### config.mk
export PLATFORM = sky130hd
export DESIGN_NAME = slack_fetch_throttle
export DESIGN_NICKNAME = d
export VERILOG_FILES = /design/src/rtl/sft_pkg.sv /design/src/rtl/sft_slack_table.sv /design/src/rtl/sft_delay_ctl.sv /design/src/rtl/slack_fetch_throttle.sv
export SDC_FILE = /design/constraint.sdc
export NUM_CORES = 1
export LEC_CHECK = 0
export BUFFER_PORTS_ARGS = -buffer_cell sky130_fd_sc_hd__buf_2
export CORE_AREA = 3 3 121 123
export CTS_BUF_LIST = sky130_fd_sc_hd__clkbuf_16
export CTS_CLUSTER_DIAMETER = 30
export DETAILED_ROUTE_END_ITERATION = 6
export DIE_AREA = 0 0 124 126
export PLACE_DENSITY = 0.54
export SYNTH_ARGS = -nofsm -noshare
export SYNTH_HDL_FRONTEND = slang
export SYNTH_HIERARCHICAL = 1
export SYNTH_SLANG_ARGS = --single-unit
### constraint.sdc
create_clock -name clk -period 2.7 [get_ports clk]
set_clock_uncertainty 0.1 [all_clocks]
set_input_delay 0 -clock clk [delete_from_list [all_inputs] [get_ports clk]]
set_output_delay 0 -clock clk [all_outputs]
set_load 0.02 [all_outputs]
### src/rtl/sft_pkg.sv
package sft_pkg;

    typedef enum logic [1:0] {
        ST_IDLE    = 2'd0,
        ST_HOLD    = 2'd1,
        ST_RELEASE = 2'd2
    } hold_st_e;

    localparam int CONF_W   = 2;
    localparam int CONF_MAX = (1 << CONF_W) - 1;

endpackage

### src/rtl/sft_slack_table.sv
module sft_slack_table
    import sft_pkg::*;
#(
    parameter int PIPE_DEPTH = 6,
    parameter int ENTRIES    = 16,
    parameter int MEAS_W     = 8,
    localparam int IDX_W     = $clog2(ENTRIES),
    localparam int SLK_W     = $clog2(PIPE_DEPTH + 1)
) (
    input  logic              clk,
    input  logic              rst_n,
    input  logic [IDX_W-1:0]  rd_idx_i,
    output logic [SLK_W-1:0]  rd_slack_o,
    output logic [CONF_W-1:0] rd_conf_o,
    input  logic              upd_vld_i,
    input  logic [IDX_W-1:0]  upd_idx_i,
    input  logic [MEAS_W-1:0] upd_slack_i
);

    localparam logic [MEAS_W-1:0] DEPTH_M = MEAS_W'(PIPE_DEPTH);
    localparam logic [SLK_W-1:0]  DEPTH_S = SLK_W'(PIPE_DEPTH);

    typedef struct packed {
        logic [ENTRIES-1:0][SLK_W-1:0]  slk;
        logic [ENTRIES-1:0][CONF_W-1:0] conf;
    } tbl_t;

    tbl_t tbl_d, tbl_q;

    logic [SLK_W-1:0] clipped;
    logic             met;

    always_comb begin
        tbl_d   = tbl_q;
        clipped = (upd_slack_i > DEPTH_M) ? DEPTH_S : upd_slack_i[SLK_W-1:0];
        met     = clipped >= tbl_q.slk[upd_idx_i];
        for (int e = 0; e < ENTRIES; e++) begin
            if (upd_vld_i && (upd_idx_i == IDX_W'(e))) begin
                tbl_d.slk[e] = clipped;
                if (met) begin
                    if (tbl_q.conf[e] != CONF_W'(CONF_MAX))
                        tbl_d.conf[e] = tbl_q.conf[e] + 1'b1;
                end else begin
                    if (tbl_q.conf[e] != '0)
                        tbl_d.conf[e] = tbl_q.conf[e] - 1'b1;
                end
            end
        end
    end

    always_ff @(posedge clk) begin
        if (!rst_n) tbl_q <= '0;
        else        tbl_q <= tbl_d;
    end

    assign rd_slack_o = tbl_q.slk[rd_idx_i];
    assign rd_conf_o  = tbl_q.conf[rd_idx_i];

endmodule

### src/rtl/sft_delay_ctl.sv
module sft_delay_ctl
    import sft_pkg::*;
#(
    parameter int SLK_W   = 3,
    parameter int CONF_TH = 2
) (
    input  logic              clk,
    input  logic              rst_n,
    input  logic              req_i,
    input  logic [SLK_W-1:0]  slack_i,
    input  logic [CONF_W-1:0] conf_i,
    input  logic              flush_i,
    output logic              go_o,
    output logic              clk_en_o
);

    typedef struct packed {
        hold_st_e         st;
        logic [SLK_W-1:0] cnt;
    } ctl_t;

    ctl_t ctl_d, ctl_q;
    logic confident;

    always_comb begin
        ctl_d     = ctl_q;
        go_o      = 1'b0;
        clk_en_o  = 1'b1;
        confident = (conf_i >= CONF_W'(CONF_TH)) && (slack_i != '0);
        unique case (ctl_q.st)
            ST_IDLE: begin
                if (req_i) begin
                    if (confident) begin
                        clk_en_o = 1'b0;
                        if (flush_i || slack_i == SLK_W'(1)) begin
                            ctl_d.st = ST_RELEASE;
                        end else begin
                            ctl_d.st  = ST_HOLD;
                            ctl_d.cnt = slack_i - SLK_W'(1);
                        end
                    end else begin
                        go_o = 1'b1;
                    end
                end
            end
            ST_HOLD: begin
                clk_en_o = 1'b0;
                if (flush_i || ctl_q.cnt == SLK_W'(1)) begin
                    ctl_d.st = ST_RELEASE;
                end else begin
                    ctl_d.cnt = ctl_q.cnt - SLK_W'(1);
                end
            end
            ST_RELEASE: begin
                go_o = req_i;
                if (req_i) ctl_d.st = ST_IDLE;
            end
            default: ctl_d.st = ST_IDLE;
        endcase
    end

    always_ff @(posedge clk) begin
        if (!rst_n) begin
            ctl_q.st  <= ST_IDLE;
            ctl_q.cnt <= '0;
        end else begin
            ctl_q <= ctl_d;
        end
    end

endmodule

### src/rtl/slack_fetch_throttle.sv
module slack_fetch_throttle
    import sft_pkg::*;
#(
    parameter int PIPE_DEPTH = 6,
    parameter int ENTRIES    = 16,
    parameter int MEAS_W     = 8,
    parameter int CONF_TH    = 2,
    localparam int IDX_W     = $clog2(ENTRIES)
) (
    input  logic              clk,
    input  logic              rst_n,
    input  logic              fetch_req_i,
    input  logic [IDX_W-1:0]  fetch_idx_i,
    output logic              fetch_go_o,
    output logic              fe_clk_en_o,
    input  logic              flush_i,
    input  logic              retire_vld_i,
    input  logic [IDX_W-1:0]  retire_idx_i,
    input  logic [MEAS_W-1:0] retire_slack_i
);

    localparam int SLK_W = $clog2(PIPE_DEPTH + 1);

    logic [SLK_W-1:0]  lk_slack;
    logic [CONF_W-1:0] lk_conf;

    sft_slack_table #(
        .PIPE_DEPTH (PIPE_DEPTH),
        .ENTRIES    (ENTRIES),
        .MEAS_W     (MEAS_W)
    ) u_table (
        .clk         (clk),
        .rst_n       (rst_n),
        .rd_idx_i    (fetch_idx_i),
        .rd_slack_o  (lk_slack),
        .rd_conf_o   (lk_conf),
        .upd_vld_i   (retire_vld_i),
        .upd_idx_i   (retire_idx_i),
        .upd_slack_i (retire_slack_i)
    );

    sft_delay_ctl #(
        .SLK_W   (SLK_W),
        .CONF_TH (CONF_TH)
    ) u_ctl (
        .clk      (clk),
        .rst_n    (rst_n),
        .req_i    (fetch_req_i),
        .slack_i  (lk_slack),
        .conf_i   (lk_conf),
        .flush_i  (flush_i),
        .go_o     (fetch_go_o),
        .clk_en_o (fe_clk_en_o)
    );

endmodule

# Word level (Yosys, flattened, before mapping)
# Index checks and enable logic that the tools add are counted.
[totals] wordCells=272 output_inout_bits=2 ff_bits=85
[op_classes] n_reduce_logical=73 n_addsub=34 magnitude_cmp=5 eq_ne=57 muxes=69
[op_table] op="2-to-1 mux 2 bit" n=52
[op_table] op="!= test 2 bit (second input constant)" n=36
[op_table] op="nonzero test 2 bit" n=33
[op_table] op="AND reduction 3 bit" n=16
[op_table] op="adder 2 x 1 -> 2 bit (second input constant)" n=16
[op_table] op="equality test 4 bit (second input constant)" n=8
[op_table] op="subtractor 2 x 1 -> 2 bit (second input constant)" n=16
[op_table] op="binary-select mux 3 bit (select 4 bit)" n=2
[op_table] op="logical AND 1 bit" n=17
[op_table] op="equality test 4 x 3 -> 1 bit (second input constant)" n=4
[op_table] op="2-to-1 mux 3 bit" n=5
[op_table] op="less-than comparator 4 x 5 -> 1 bit (second input constant)" n=2
[op_table] op="2-to-1 mux 5 bit" n=2
[op_table] op="binary-select mux 2 bit (select 4 bit)" n=1
[op_table] op="equality test 4 x 2 -> 1 bit (second input constant)" n=2
[op_table] op="> comparator 8 x 3 -> 1 bit (second input constant)" n=1
[op_table] op="equality test 3 x 1 -> 1 bit (second input constant)" n=2
[op_table] op="one-hot mux 2 bit (3 select lines)" n=1
[op_table] op="one-hot mux 3 bit (2 select lines)" n=1
[op_table] op="subtractor 3 x 1 -> 3 bit (second input constant)" n=2
[op_table] op="AND reduction 5 bit" n=1
[op_table] op="equality test 4 x 1 -> 1 bit (second input constant)" n=1
[op_table] op="logical NOT 4 bit" n=1
[op_table] op="!= test 2 x 1 -> 1 bit (second input constant)" n=2
[op_table] op="10 further kinds" n=14

# Logic depth before layout (Yosys ltp)
# Gate-level depths: netlist of run 1.
[logic_depth] ltp_word=8 ltp_mapped=12 ltp_nobuf=9

# Hierarchy
# Netlist of run 1, hierarchy kept.
[modules_own_cells] module="sft_slack_table" n_inst=1 cells_each=456 area_per_inst_um2=4276.6 seq_area_each_um2=1601.5
[modules_own_cells] module="sft_delay_ctl" n_inst=1 cells_each=56 area_per_inst_um2=465.4 seq_area_each_um2=100.1

# Worst setup path before layout of run 1
# OpenSTA, ideal clock, no wires.
[synth_timing] path_kind="input -> register" startpoint="input port retire_idx_i[0]" endpoint="register u_table/tbl_q[3] (netlist bit)" required_time_ns=2.468 setup_ns=0.132 arrival_ns=2.647 path_buffers=4 stages=11 path_slack_ns=-0.180 cell_sequence="clkbuf_1 buf_2 mux4_2 a221oi_1 ha_1 a21oi_1 o21ai_0 clkbuf_1 clkbuf_1 o41ai_1 a21oi_1"
[synth_between] elab_chain_cells=5
[synth_lines] item="start, declared" line_no="slack_fetch_throttle.sv:18" text="input logic [IDX_W-1:0] retire_idx_i,"
[synth_lines] item="binary-select mux 3 bit (select 4 bit)" line_no="sft_slack_table.sv:36" text="met = clipped >= tbl_q.slk[upd_idx_i];"
[synth_lines] item="2-to-1 mux 3 bit (implied by the code)" line_no="sft_slack_table.sv:36"
[synth_lines] item=">= comparator 3 bit" line_no="sft_slack_table.sv:36"
[synth_lines] item="!= test 2 bit (no line) / nonzero test 2 bit (equally long branches)"
[synth_lines] item="AND reduction 3 bit (no line)"
[synth_lines] item="end signal, assigned" line_no="sft_slack_table.sv:53" text="else tbl_q <= tbl_d;"
[synth_lines] item="end, declared" line_no="sft_slack_table.sv:28" text="tbl_t tbl_d, tbl_q;"
# Several ways; a longest one is shown, not always the timed one. The select of a mux whose other input is x is not followed.
# A chain may end at the register's enable or synchronous reset.

# Worst setup path after layout of run 1
[layout_timing] startpoint="register u_table/tbl_q[40] (netlist bit)" endpoint="register u_table/tbl_q[22] (netlist bit)"
[layout_between] elab_chain_cells=5
[layout_lines] item="binary-select mux 3 bit (select 4 bit) (*)" line_no="sft_slack_table.sv:36"
[layout_lines] item="2-to-1 mux 3 bit (implied by the code) (*)" line_no="sft_slack_table.sv:36"
[layout_lines] item=">= comparator 3 bit (*)" line_no="sft_slack_table.sv:36"
[layout_lines] item="!= test 2 bit (no line) / nonzero test 2 bit (equally long branches)"
[layout_lines] item="AND reduction 3 bit (no line)"
# Mark *: on every way between the ends. The rest lies on a longest branch, timed or not. The select of a mux whose other input is x is not followed.

==> results of run 1 <==
power breakdown:
group,internal [mW],switching (mW)
Sequential,1.27,0.0133
Combinational,0.0953,0.157
Clock,0.694,0.493
Total,2.06,0.663
registers in the layout, summed over array words and instances (netlist names):
name / flops
u_ctl/ctl_q: 5
u_table/tbl_q: 80
through the flow:
step,utilization [%],setup TNS (ns),cell area [um2],hold slack (ns)
floorplan,-,0,4650,0.0852
global placement,36.9,-0.454,5090,0.221
detailed placement,36.9,-2.05,5090,0.235
CTS,39.2,0,5410,0.0167
global route,40.1,-1.06,5520,0.0539
finish,40.1,0,5520,0.0173
worst reg2reg max path, cell delays in order, from the launching register on:
cell	delay, ns
dfxtp_2	0.32
mux4_2	0.47
a22o_1	0.23
a221oi_2	0.19
ha_1	0.29
a21oi_2	0.18
o21ai_4	0.11
buf_12	0.18
a2111oi_2	0.38
a211oi_1	0.09
cell type report:
cell class                      instances  share of cell area, %
Multi-Input combinational cell        360                   51.7
Clock buffer                            9                   4.08
Clock inverter                          5                  0.816
Tap cell                              180                   4.08
Timing Repair Buffer                   49                   6.85
Inverter                               23                   1.56
Sequential cell                        85                   30.9
routing by layer:
layer	up-vias	global-route usage, %	wire length (um)
met1	1970	22.2	5810
li1	1943	-	-
met3	17	3.37	522
met4	0	5.80	214
met5	-	0	0
met2	82	27.9	6550
final timing paths:
kind / to / slack (ns) / cells after the start
setup reg to reg: u_table/tbl_q[22]$_SDFFE_PN0P_ / 0.04 / 9
setup / recovery: u_table/tbl_q[22]$_SDFFE_PN0P_ / 0.04 / 9
hold / removal: u_ctl/ctl_q[3]$_SDFFE_PN0P_ / 0.02 / 2
hold reg to reg: u_ctl/ctl_q[1]$_SDFFE_PN0P_ / 0.37 / 2
what timing repair did:
action,4_1_cts,5_1_grt
setup endpoints to repair,22,23
buffers inserted,0,0
hold buffers,1,0
gates cloned,0,0
gates resized for setup,8,25
hold endpoints to repair,2,0
pin swaps,1,3
==> run summary, run 1 <==
In this run the critical register-to-register path is launched from u_table/tbl_q[40]$_SDFFE_PN0P_. The data arrival time of the worst path is 2.78 ns. The average wire per cell in the routed design came out at 18.4 um.

A synthesized cell averages 9.17 um2. The overall via count from detail_route is 4012. The y dimension of the die came out at 126 um. The number of antenna-violating nets in the routed design is 0. No sink is reached through more buffers than the 2 on the longest clock path. The ratio of total power to cell area is 493 nW/um2.

The last weighted congestion value of the routability-driven placer came out at 0.827. The critical path goes through mux4_2 > a22o_1 > a221oi_2 > ha_1 > a21oi_2 > o21ai_4 > buf_12 > a2111oi_2 > a211oi_1. The proportion of layout cells with a drive suffix above 1 is 25.0%.

The fmax came out at 0.376 GHz. The count of yosys warnings during synthesis came out at 6. The actual transition at the worst max-transition pin came out at 1.05 ns. The total of buffers placed on input and output ports came out at 22. The endpoint kind of the worst setup timing path is a flip-flop. The critical path data required time is 2.82 ns. The site row count is 43. The delay of the slowest critical-path stage came out at 0.47 ns. For this design the top-level I/O count stands at 23. The wire-length estimate of the detail-placed layout is 8.89 mm. The period utilization came out at 98.6%.

The total length of routed wires came out at 13.1 mm. The time the worst path needs with I/O delays and setup is 2.66 ns. The pre-CTS setup slack is -0.210 ns.

The final count of hold timing violations came to 0. Headroom to the max-slew limit came out at 29.9%. Summing all flip-flop and latch instances after layout gives 1700 um2. The CTS H-tree depth is 3. From left edge to right edge, the die measures 124 um.

The number of filler cells placed in the layout is 1400. The first global-routing pass estimated 20.7 mm of wire. The antenna diode count came out at 0. The reported max-cap violation count came out at 0. In the routed layout, each cell is associated on average with a via count of 5.64.

In this run, the number of DRC markers left after iteration 0 of detailed routing was 200. The startpoint identified for the worst hold timing path is rst_n. In the layout the commonest cells are dfxtp_1, nor2_1, nand2_1, a21oi_1, a211oi_1. Across every metal layer, demand over resource in global routing totals 17.0%. The number of cells after detailed placement came out at 696.

The power consumption came out at 2.72 mW. TritonCTS created 9 clock buffers. Compared with the post-synthesis result, the final layout area differs by 19.1%.

After the flow finishes, the layout carries non-filler instances totaling 711. The maximum resistive drop on vdd is 0.000259 V. The area enclosed by the die boundary came out at 15600 um2.

In the routed design, unresolved DRC markers number 0. The root buffer cell is clkbuf_16. The placeable core region came out at 13800 um2. The first detailed-routing pass ran for 4 iterations.

The worst setup path startpoint is u_table/tbl_q[40]$_SDFFE_PN0P_. The library cell used most frequently in the layout, excluding fill and tap cells, is dfxtp_1. The clock transition at the register clock pins on the worst setup and hold paths after CTS came out at 0.06 ns. The setup violation total in the final timing report is 0. Together, buffers and inverters on the worst path number 1.

The number of antenna violations at the first check in global routing was 0. The final setup slack of the worst path came out at 0.0379 ns. Summing all multi-input logic gate instances after layout gives 2850 um2. In this run the worst hold path is classified as in2reg.

The startpoint type of the worst setup path is a flip-flop. Of all nets on the critical path, the largest fanout is 25. The critical path's slowest cell is mux4_2. The initial core utilization is 33.6%. The run finished with clean final reports. The clock latency of the later-clocked register in the worst-skew pair is 0.34 ns. The number of max-slew violations in the final report came out at 0. Summed over all layers, the global routing overflow is 0. The setup path with the least slack is of type reg2reg.

The final layout net count came out at 557. Synthesis produced a netlist with a net count of 534. The largest net degree at the start of global routing is 58. Among cell families on the critical path, the largest total delay comes from compound AO/OA/AOI/OAI gates. The area of the mapped netlist is 4630 um2. The via count of the first global-routing pass came out at 3954. The count of clock tree sinks came out at 85. Setup repair after global routing could not meet its margin everywhere. The number of cells produced by synthesis is 505. The leakage power of the design came out at 1.77 nW.

TritonCTS built the clock tree.
Power figures use the tool's default switching activity.
==> inputs of run 2 (changes only) <==
--- a/config.mk
+++ b/config.mk
@@ -6,11 +6,11 @@
 export NUM_CORES = 1
 export LEC_CHECK = 0
 export BUFFER_PORTS_ARGS = -buffer_cell sky130_fd_sc_hd__buf_2
-export CORE_AREA = 3 3 121 123
+export CORE_AREA = 3 3 155 97
 export CTS_BUF_LIST = sky130_fd_sc_hd__clkbuf_16
 export CTS_CLUSTER_DIAMETER = 30
 export DETAILED_ROUTE_END_ITERATION = 6
-export DIE_AREA = 0 0 124 126
+export DIE_AREA = 0 0 158 100
 export PLACE_DENSITY = 0.54
 export SYNTH_ARGS = -nofsm -noshare
 export SYNTH_HDL_FRONTEND = slang
==> run summary, run 2 (synthesis gave the netlist of run 1 again) <==
The flow ran to the end, and the final reports show no timing, DRC or antenna violations. The number of antenna violations at the first check in global routing came out at 0. In the layout the commonest cells are dfxtp_1, nor2_1, nand2_1, buf_4, a21oi_1. The reported max-cap violation count came out at 0.

The proportion of layout cells with a drive suffix above 1 is 28.1%. The count of routing violations after the opening detailed-route iteration is 422. The area enclosed by the die boundary came out at 15800 um2.

Clock latency on the worst-skew pair, taken at its later pin, is 0.34 ns. The number of max-slew violations in the final report came out at 0. The final non-filler cell area is 5700 um2. The count of clock tree sinks is 85. The path class of the lowest-slack min-delay path is in2reg.

The critical path data required time is 2.81 ns. The maximum resistive drop on vdd came out at 0.000252 V. Once detailed placement completed, the half-perimeter wirelength came to 10.0 mm. More flip-flops sit in one register than any other, and that register is u_table/tbl_q. For this configuration, the core starts out at a cell density of 34.1%. The family with the most delay on the worst path is compound AO/OA/AOI/OAI gates.

The final count of hold timing violations was 0. The leading cell type in the layout, fill and taps excluded is dfxtp_1. The placeable core region came out at 13600 um2. The number of detailed-routing iterations run before antenna repair came out at 5. The data arrival time of the worst path is 2.78 ns. The critical path goes through mux4_2 > a22o_1 > a221oi_2 > ha_1 > a21oi_2 > o21ai_4 > buf_12 > a2111oi_4 > a211oi_1. The fmax came out at 0.375 GHz.

The congestion estimate from routability-driven global placement came to 0.941. The count of nets left with antenna violations once routing finished came out at 0. The number of buffers inserted during clock tree synthesis is 9. Buffers placed on the I/O ports in this run total 22. The category of the critical setup timing path is reg2reg. The flip-flop count of the largest register after layout is 80.

The first global-routing pass estimated 21.9 mm of wire. CTS placed an instance of clkbuf_16 at the clock tree root. The clock tree synthesis step divided the H-tree into 3 levels. The I/O pin count is 23. The post-detailed-placement cell area is 5140 um2. The largest net degree at the start of global routing came out at 31. The antenna diode count came out at 0. In the final design database the tool counted 573 nets.

The endpoint kind of the worst setup timing path is a flip-flop. The die is 158 um wide. The all-layer global routing usage is 17.9%. The count of buffer and inverter cells on the critical path is 1.

The smallest hold slack came out at 0.0525 ns. The layout overhead on the synthesized area came out at 23.0%. STA classifies the critical path startpoint as a flip-flop. For the pin with the worst max-slew slack, the measured transition is 0.768 ns. The largest registers in the layout are u_table/tbl_q x80, u_ctl/ctl_q x5. The worst-path maximum fanout is 30. The setup violation total in the final timing report came out at 0.

The y dimension of the die is 100 um. Setup repair after global routing could not meet its margin everywhere. The total length of routed wires is 13.9 mm. The delay of the slowest critical-path stage came out at 0.47 ns. The average vias per placed instance is 5.80. The ratio of total power to cell area came out at 499 nW/um2. The average wire per cell in the routed design came out at 19.3 um. The initialized floorplan defines 33 standard-cell rows. Global routing finished with a remaining overflow of 0. The final critical path takes up 98.8% of the cycle. The overall via count from detail_route is 4191. The buffer depth of the longest clock path came out at 2. The number of design rule violations left after detail routing came out at 0. The worst path needs 2.67 ns of the cycle, external delays included. The headroom to the max-slew limit came out at 48.7%. The leakage power of the design is 1.87 nW.

The via count of the first global-routing pass is 3945. The TritonCTS clock tree is built. The clock transition at the register clock pins on the worst setup and hold paths after CTS is 0.06 ns. On the critical path, the stage with the largest delay is an instance of mux4_2.
-- run 2: final timing paths --
check                                                    start                             end  slack [ns]  depth (start not counted)
worst max-delay path            u_table/tbl_q[34]$_SDFFE_PN0P_  u_table/tbl_q[18]$_SDFFE_PN0P_        0.03                          9
worst min-delay path                                     rst_n     u_ctl/ctl_q[3]$_SDFFE_PN0P_        0.05                          2
worst max register to register  u_table/tbl_q[34]$_SDFFE_PN0P_  u_table/tbl_q[18]$_SDFFE_PN0P_        0.03                          9
worst min register to register  u_table/tbl_q[71]$_SDFFE_PN0P_  u_table/tbl_q[71]$_SDFFE_PN0P_        0.37                          2
-- run 2: cell type report --
type / count / area (um2)
well taps: 175 / 219
clock inverters: 6 / 80.1
flip-flops and latches: 85 / 1710
fillers: 1323 / 7890
inverters: 23 / 86.3
repair buffers: 65 / 475
multi-input cells: 360 / 2910
clock buffers: 9 / 225
-- run 2: per-layer routing --
| layer | wire length [um] | share of wire [%] | GRT usage [%] | up-vias |
|---|---|---|---|---|
| met4 | 170 | 1.2 | 4.89 | 0 |
| met3 | 1070 | 7.7 | 4.70 | 13 |
| li1 | - | - | - | 1974 |
| met2 | 5640 | 40 | 23.9 | 132 |
| met5 | 0 | 0 | 0 | - |
| met1 | 7050 | 51 | 28.2 | 2072 |
-- run 2: repair_timing --
action | CTS | global route
hold buffers | 1 | 0
pin swaps | 4 | 7
gates resized for setup | 10 | 32
endpoints found under the hold margin | 2 | 0
setup endpoints to repair | 27 | 17
buffers inserted | 1 | 2
-- run 2: where the power goes --
group / internal, mW / switching [mW]
combinational: 0.0988 / 0.165
clock: 0.797 / 0.497
sequential: 1.27 / 0.0141
-- run 2: stage by stage --
step	TNS [ns]	instances	setup slack [ns]	power [mW]	util [%]
CTS	0	721	0.00274	2.86	40.4
global placement	-0.311	704	-0.0461	1.55	37.8
detailed placement	-2.65	704	-0.191	1.55	37.8
floorplan	0	505	0.00357	1.46	-
global route	-0.332	723	-0.0462	2.95	41.9
finish	0	723	0.0322	2.84	41.9
